`src/rtl/amp_ready_timer.sv`:
```
module amp_ready_timer #(
  parameter int TB_W      = 8,
  parameter int SET_W     = 7,
  parameter int WARMUP_US = 10
) (
  input  logic             clk,
  input  logic             rst_n,
  input  logic             en,
  input  logic             evt_mode,
  input  logic             wr_inmux,
  input  logic             wr_resmux,
  input  logic             wr_ctrl,
  input  logic [TB_W-1:0]  timebase,
  input  logic [SET_W-1:0] settle,
  output logic             settled,
  output logic             ready_evt
);
  localparam int SMAX = 1 << SET_W;
  localparam int CMAX = (WARMUP_US > SMAX) ? WARMUP_US : SMAX;
  localparam int CW   = $clog2(CMAX + 1);

  typedef enum logic [1:0] {ST_IDLE, ST_WARM, ST_SETTLE, ST_DONE} phase_t;

  phase_t          state;
  logic [TB_W-1:0] pre;
  logic [CW-1:0]   cnt;
  logic            en_q;

  wire any_wr  = wr_inmux | wr_resmux | wr_ctrl;
  wire restart = en & (~en_q | any_wr);
  wire running = (state == ST_WARM) || (state == ST_SETTLE);
  wire tick    = pre >= timebase;
  wire [CW-1:0] cnt_inc = cnt + 1'b1;
  wire warm_end = cnt == CW'(WARMUP_US - 1);
  wire set_end  = cnt_inc >= CW'(settle);

  always_ff @(posedge clk or negedge rst_n) begin
    if (!rst_n) begin
      state     <= ST_IDLE;
      pre       <= '0;
      cnt       <= '0;
      en_q      <= 1'b0;
      settled   <= 1'b0;
      ready_evt <= 1'b0;
    end else begin
      en_q      <= en;
      ready_evt <= 1'b0;
      if (!en) begin
        state   <= ST_IDLE;
        pre     <= '0;
        cnt     <= '0;
        settled <= 1'b0;
      end else if (restart) begin
        state   <= ST_WARM;
        pre     <= '0;
        cnt     <= '0;
        settled <= 1'b0;
      end else if (running) begin
        if (!tick) begin
          pre <= pre + 1'b1;
        end else begin
          pre <= '0;
          if (state == ST_WARM) begin
            if (warm_end) begin
              state <= ST_SETTLE;
              cnt   <= '0;
            end else begin
              cnt <= cnt_inc;
            end
          end else if (set_end) begin
            state     <= ST_DONE;
            settled   <= 1'b1;
            ready_evt <= evt_mode;
          end else begin
            cnt <= cnt_inc;
          end
        end
      end
    end
  end

  a_r3_rise_from_settle: assert property (@(posedge clk) disable iff (!rst_n)
    $rose(settled) |-> $past(state == ST_SETTLE));
  a_r5_settled_holds: assert property (@(posedge clk) disable iff (!rst_n)
    (settled && en && !any_wr) |=> settled);
  a_r6_evt_on_rise: assert property (@(posedge clk) disable iff (!rst_n)
    ready_evt |-> ($rose(settled) && $past(evt_mode)));
  a_r6_evt_single: assert property (@(posedge clk) disable iff (!rst_n)
    ready_evt |=> !ready_evt);
  a_r7_write_clears: assert property (@(posedge clk) disable iff (!rst_n)
    (en && (wr_inmux || wr_resmux)) |=> !settled);
  a_r8_ctrl_clears: assert property (@(posedge clk) disable iff (!rst_n)
    (en && wr_ctrl) |=> !settled);
  a_r9_disable_quiet: assert property (@(posedge clk) disable iff (!rst_n)
    !en |=> (!settled && !ready_evt));
endmodule

```
`config.mk`:
```
export PLATFORM = sky130hd
export DESIGN_NAME = amp_ready_timer
export DESIGN_NICKNAME = d
export VERILOG_FILES = /design/src/rtl/amp_ready_timer.sv
export SDC_FILE = /design/constraint.sdc
export NUM_CORES = 1
export LEC_CHECK = 0
export BUFFER_PORTS_ARGS = -buffer_cell sky130_fd_sc_hd__buf_2
export CORE_ASPECT_RATIO = 1.25
export CORE_MARGIN = 2
export CORE_UTILIZATION = 51
export DETAILED_ROUTE_END_ITERATION = 8
export PLACE_DENSITY = 0.86
export SKIP_CTS_REPAIR_TIMING = 1
export SLEW_MARGIN = 10
export SYNTH_ARGS = -nofsm -noshare
export SYNTH_HDL_FRONTEND = slang
export SYNTH_SLANG_ARGS = --single-unit
export TNS_END_PERCENT = 50
```
`constraint.sdc`:
```
create_clock -name clk -period 2.45 [get_ports clk]
set_input_delay 0.49 -clock clk [delete_from_list [all_inputs] [get_ports clk]]
set_output_delay 0.49 -clock clk [all_outputs]
set_load 0.02 [all_outputs]
```
## Yosys cells after proc, flatten, opt, wreduce, memory -nomap -nowiden

Cells that the tools add are included.

| storage, ports and cells | value |
|---|---|
| output and inout bits | 2 |
| word-level logic and storage cells | 59 |
| input bits | 22 |
| flip-flop bits (word level) | 21 |

| operators by class | value |
|---|---|
| equal/unequal tests | 10 |
| bitwise logic cells | 5 |
| $add $sub $neg | 2 |
| $lt $le $gt $ge | 2 |
| mux-type cells | 30 |
| reductions and logical operators | 4 |

Operators by type and width:

| kind | number |
|---|---|
| 8-bit two-way mux | 11 |
| 8-bit by 1-bit adder with 8-bit output (second input constant) | 2 |
| 2-bit two-way mux | 7 |
| 1-bit two-way mux | 12 |
| 3-bit by 1-bit != test with 1-bit output (second input constant) | 3 |
| 8-bit by 4-bit == test with 1-bit output (second input constant) | 1 |
| 8-bit by 7-bit greater-or-equal comparator with 1-bit output | 1 |
| 8-bit greater-or-equal comparator | 1 |
| 4-bit AND reduction | 2 |
| 4-bit by 1-bit != test with 1-bit output (second input constant) | 1 |
| 4-bit by 3-bit != test with 1-bit output (second input constant) | 1 |
| 4-bit != test (second input constant) | 1 |
| 3-bit != test (second input constant) | 1 |
| 1-bit bitwise OR | 3 |
| 3-bit AND reduction | 1 |
| 2-bit by 1-bit == test with 1-bit output (second input constant) | 1 |
| 2-bit == test (second input constant) | 1 |
| 1-bit AND | 1 |
| 1-bit logical OR | 1 |
| 1-bit NOT | 1 |

## Depth between registers and ports, before layout

| depth | value |
|---|---|
| depth after elaboration | 8 |
| gate-level depth with buffers | 10 |
| mapped depth without buffers | 9 |

## Least setup slack after synthesis

OpenSTA, ideal clock, no wires.

| timing path | value |
|---|---|
| kind | flip-flop to flip-flop |
| from | register cnt[2] |
| to | register cnt[2] |
| slack | -0.055 ns |
| period minus slack after synthesis | 2.505 ns |
| data arrival time | 2.383 ns |
| library setup time | 0.122 ns |
| required time | 2.328 ns |
| path buffers | 1 |
| cell stages (with the launch flop) | 11 |
| cells stage by stage | dfrtp_1 buf_2 and3_1 nand3_1 xnor2_1 ha_1 a21o_1 a21oi_2 a31oi_2 or4_1 a32o_1 |

| between the ends | value |
|---|---|
| word-level cells in the longest chain between the ends | 7 |
| elaborated cells between the ends (all ways) | 12 |
| classes of those cells | add/sub: 1; order compare: 1; eq/ne: 2; mux: 7; reduce/logical: 1 |

RTL lines:

| what | RTL line | source |
|---|---|---|
| start: declaration | 26 | `logic [CW-1:0] cnt;` |
| start signal: assignment | 68 | `cnt <= cnt_inc;` |
| start signal: assignment | 75 | `cnt <= cnt_inc;` |
| parallel branches: the longest is 7 deep, another holds 8-bit by 1-bit adder with 8-bit output | - |  |

Parallel ways; which one is timed is not known. The select of a mux whose other input is x is not followed.
A chain may end at the register's enable or synchronous reset.

## Worst setup path after layout

| timing path | value |
|---|---|
| from | register cnt[0] |
| to | register cnt[6] |

Same word-level chain as after synthesis.

==> key figures <==
Global routing
  • Largest net degree at the start of global routing: 22
  • Total grt overflow: 0
  • Vias in the first global route: 1510
  • First-pass GRT wire length: 6.196 mm
  • GRT Total Usage: 23.01%
  • Antenna violations before repair: 0

Pwr
  • Comb pwr share: 10.9%
  • Switching share of power: 24.43%
  • Pwr per Cell Area: 311.4 nW/um^2
  • Sequential fraction of design power: 53.4%
  • Maximum VDD drop: 0.3333 mV
  • Leakage power: 1.020 nW
  • Psw: 159.8 uW
  • Int Pwr: 494.1 uW
  • Total power: 653.8 uW
  • Clock share of power: 35.7%

STA
  • FMAX: 0.3986 GHz
  • Setup slack after layout: -0.05861 ns
  • Final setup violation count: 4
  • Layout Skew: 0.005000 ns
  • RSZ-0062 raised after global routing: true
  • Slew of the pin with the lowest slew margin: 0.4948 ns
  • Slew margin rel.: 67.01%
  • Fin. max-slew vios: 0
  • Fin crit period: 2.509 ns
  • Tcrit/Tclk final: 102.4%
  • Hold Fails Final Rpt: 0

Detailed routing
  • Via count: 1581
  • Highest routed metal layer: met4
  • WL per Instance: 16.41 um
  • Initial DRC Count: 55
  • Met1 Wirelength: 1.642 mm
  • Vias/cell: 6.104
  • Total Wirelength: 4.250 mm
  • Remaining antenna violation count: 0
  • DRC viols: 0
  • DRT Pass-1 Iters: 4
  • Metal2 WL: 2.226 mm
  • Met3 wire length: 207 um

Die
  • Die Y: 67.43 um
  • Initial Util: 52.33%
  • Die width: 54.75 um
  • Die ar.: 3691 um^2
  • FP Rows: 23
  • Core region area: 3137 um^2
  • I/O pins: 24

Setup path
  • Kind of critical path: register to register
  • CP Launch Type: register
  • WP data arrival: 2.71 ns
  • CP Capture Type: register
  • CP Max Fanout: 5
  • CP Data Required Time: 2.65 ns

Logic synthesis
  • Ys async rst share: 100.0%
  • Post-synthesis compound-gate area fraction: 20.05%
  • Multiplexer share of the synthesized area: 0%
  • Simple-gate portion of the synthesized area: 20.88%
  • #FFs+latches synth: 21
  • Synth Instances: 183
  • Post-synth EDFFs: 0
  • Post-synthesis area per instance: 8.970 um^2
  • Largest family of logic cells by synthesized area: simple AND/OR/NAND/NOR gates
  • Post-synth design cell area: 1642 um^2
  • XOR/XNOR Fraction of Synth Area: 5.335%
  • Yosys warning total: 0
  • Sequential fraction of the synthesis area: 32.01%
  • Top FF cell, synth: dfrtp_1
  • Post-Synth Adder-Cell Area: 14.48%
  • Distinct cells, synth: 51
  • Synthesized Nets: 224

Clock network
  • TritonCTS clock tree: yes
  • Sink Count: 21
  • Num CTS Buffers: 3
  • H-tree depth: 1
  • CTS clock-pin slew for the worst setup and hold paths: 0.08 ns
  • Worst-Skew Late Latency: 0.27 ns
  • Deepest clock path buffer count: 2
  • Root Buffer: clkbuf_8

Place
  • Placed insts: 252
  • Port bufs: 23
  • Post-placement cell area: 1901 um^2
  • Pre-CTS WS: -0.07591 ns
  • Dpl hpwl: 3.009 mm
  • GPL Wtd Cong: 0.9799

Status
  • Failing checks: setup timing
  • Status: finished, violations left

Cells and area
  • Area grow syn2layout: 27.90%
  • Nets@finish: 264
  • Layout cells sized above 1: 32.43%
  • # fillers: 248
  • Fin cells: 259
  • Final instance area: 2100 um^2
  • Final core occ: 66.93%
  • Antenna Cells: 0

Job
  • Maxcap violations: 0

Worst hold path
  • Worst min-delay path category: input port to asynchronous set/reset pin
worst max-delay path: stages, from the launching register on:
cell and delay, ns:
dfrtp_2 0.44, buf_6 0.14, nand3_4 0.08, xnor2_2 0.15
ha_1 0.32, a21o_1 0.19, a21oi_4 0.18, a31oi_4 0.11
buf_4 0.15, nor3_2 0.39, a41o_1 0.27
per-stage QoR:
stage               setup TNS [ns]  hold slack [ns]
detailed placement         -0.1945           0.4793
global placement          -0.01238           0.4672
finish                    -0.08098           0.1766
global route               -0.5912           0.2125
floorplan                        0           0.1944
CTS                        -0.3252           0.1886
cell families after synthesis:
| logic type | after synthesis |
|---|---|
| AOI/OAI and AO/OA | 42 |
| xor gates and xnor gates | 10 |
| adders and majority gates | 19 |
| buffers and inverters | 30 |
| DFF | 21 |
| and+or+nand+nor | 61 |
sequential cells by signal, indices dropped and copies added (netlist names):
register,count
state,2
settled,1
en_q,1
pre,8
ready_evt,1
cnt,8
Yosys cell counts (2+ instances only):
master | instances | area share, %
inv_1 | 24 | 5.5
dfrtp_1 | 21 | 32
ha_1 | 19 | 14
nand2_1 | 13 | 3.0
nor2_1 | 13 | 3.0
nand3_1 | 8 | 2.4
a21oi_1 | 6 | 1.8
a31oi_1 | 6 | 2.3
o21ai_0 | 6 | 1.8
xnor2_1 | 5 | 2.7
xor2_1 | 5 | 2.7
nand4_1 | 4 | 1.5
a41o_1 | 3 | 1.8
and3_1 | 3 | 1.1
nor3_1 | 3 | 0.91
or3_1 | 3 | 1.1
a311oi_1 | 2 | 1.1
a32o_1 | 2 | 1.2
buf_2 | 2 | 0.61
clkbuf_1 | 2 | 0.46
nand2b_1 | 2 | 0.76
o211ai_1 | 2 | 0.91
placed cells by master, fill, tap and decap left out, drive strengths merged, types with 2 or more instances in the layout:
cell / n
buf: 41
inv: 24
dfrtp: 21
ha: 19
nor2: 13
nand2: 13
nand3: 8
o21ai: 7
a21oi: 7
a31oi: 7
xor2: 5
nand4: 5
xnor2: 5
or3: 4
nor3: 4
a41o: 3
clkbuf: 3
and3: 3
nand2b: 3
a32o: 2
a311oi: 2
o211ai: 2
worst paths after layout:
kind	startpoint	end	cells past startpoint	slack [ns]
max	cnt[0]	cnt[6]	10	-0.06
min	rst_n	cnt[2]	1	0.18
max reg2reg	cnt[0]	cnt[6]	10	-0.06
min reg2reg	settled	settled	2	0.53
max in group asynchronous	rst_n	cnt[1]	1	1.91
min in group clk	en	en_q	1	0.40
power by group through the flow:
stage | sequential (mW) | clock [mW] | combinational (mW)
2_1_floorplan | 0.356 | 0 | 0.0328
3_3_place_gp | 0.356 | 0 | 0.0632
3_5_place_dp | 0.356 | 0 | 0.0657
4_1_cts | 0.349 | 0.234 | 0.0659
5_1_grt | 0.349 | 0.249 | 0.0814
6_report | 0.349 | 0.234 | 0.0711
final cells by class:
| class | count | area [um^2] | area share (%) |
|---|---|---|---|
| flip-flops and latches | 21 | 528.0 | 25.15 |
| multi-input cells | 132 | 1131 | 53.87 |
| repair buffers | 41 | 257.7 | 12.28 |
| clock buffers | 3 | 41.29 | 1.967 |
| clock inverters | 1 | 5.005 | 0.2384 |
| inverters | 24 | 90.09 | 4.291 |
| well taps | 37 | 46.29 | 2.205 |
routing by layer:
layer,GRT usage (%),up-vias
met3,2.876,20
met4,11.25,0
li1,-,739
met1,25.24,751
met5,0,-
met2,41.82,71
Note: power is estimated with default switching activity, not from simulation.
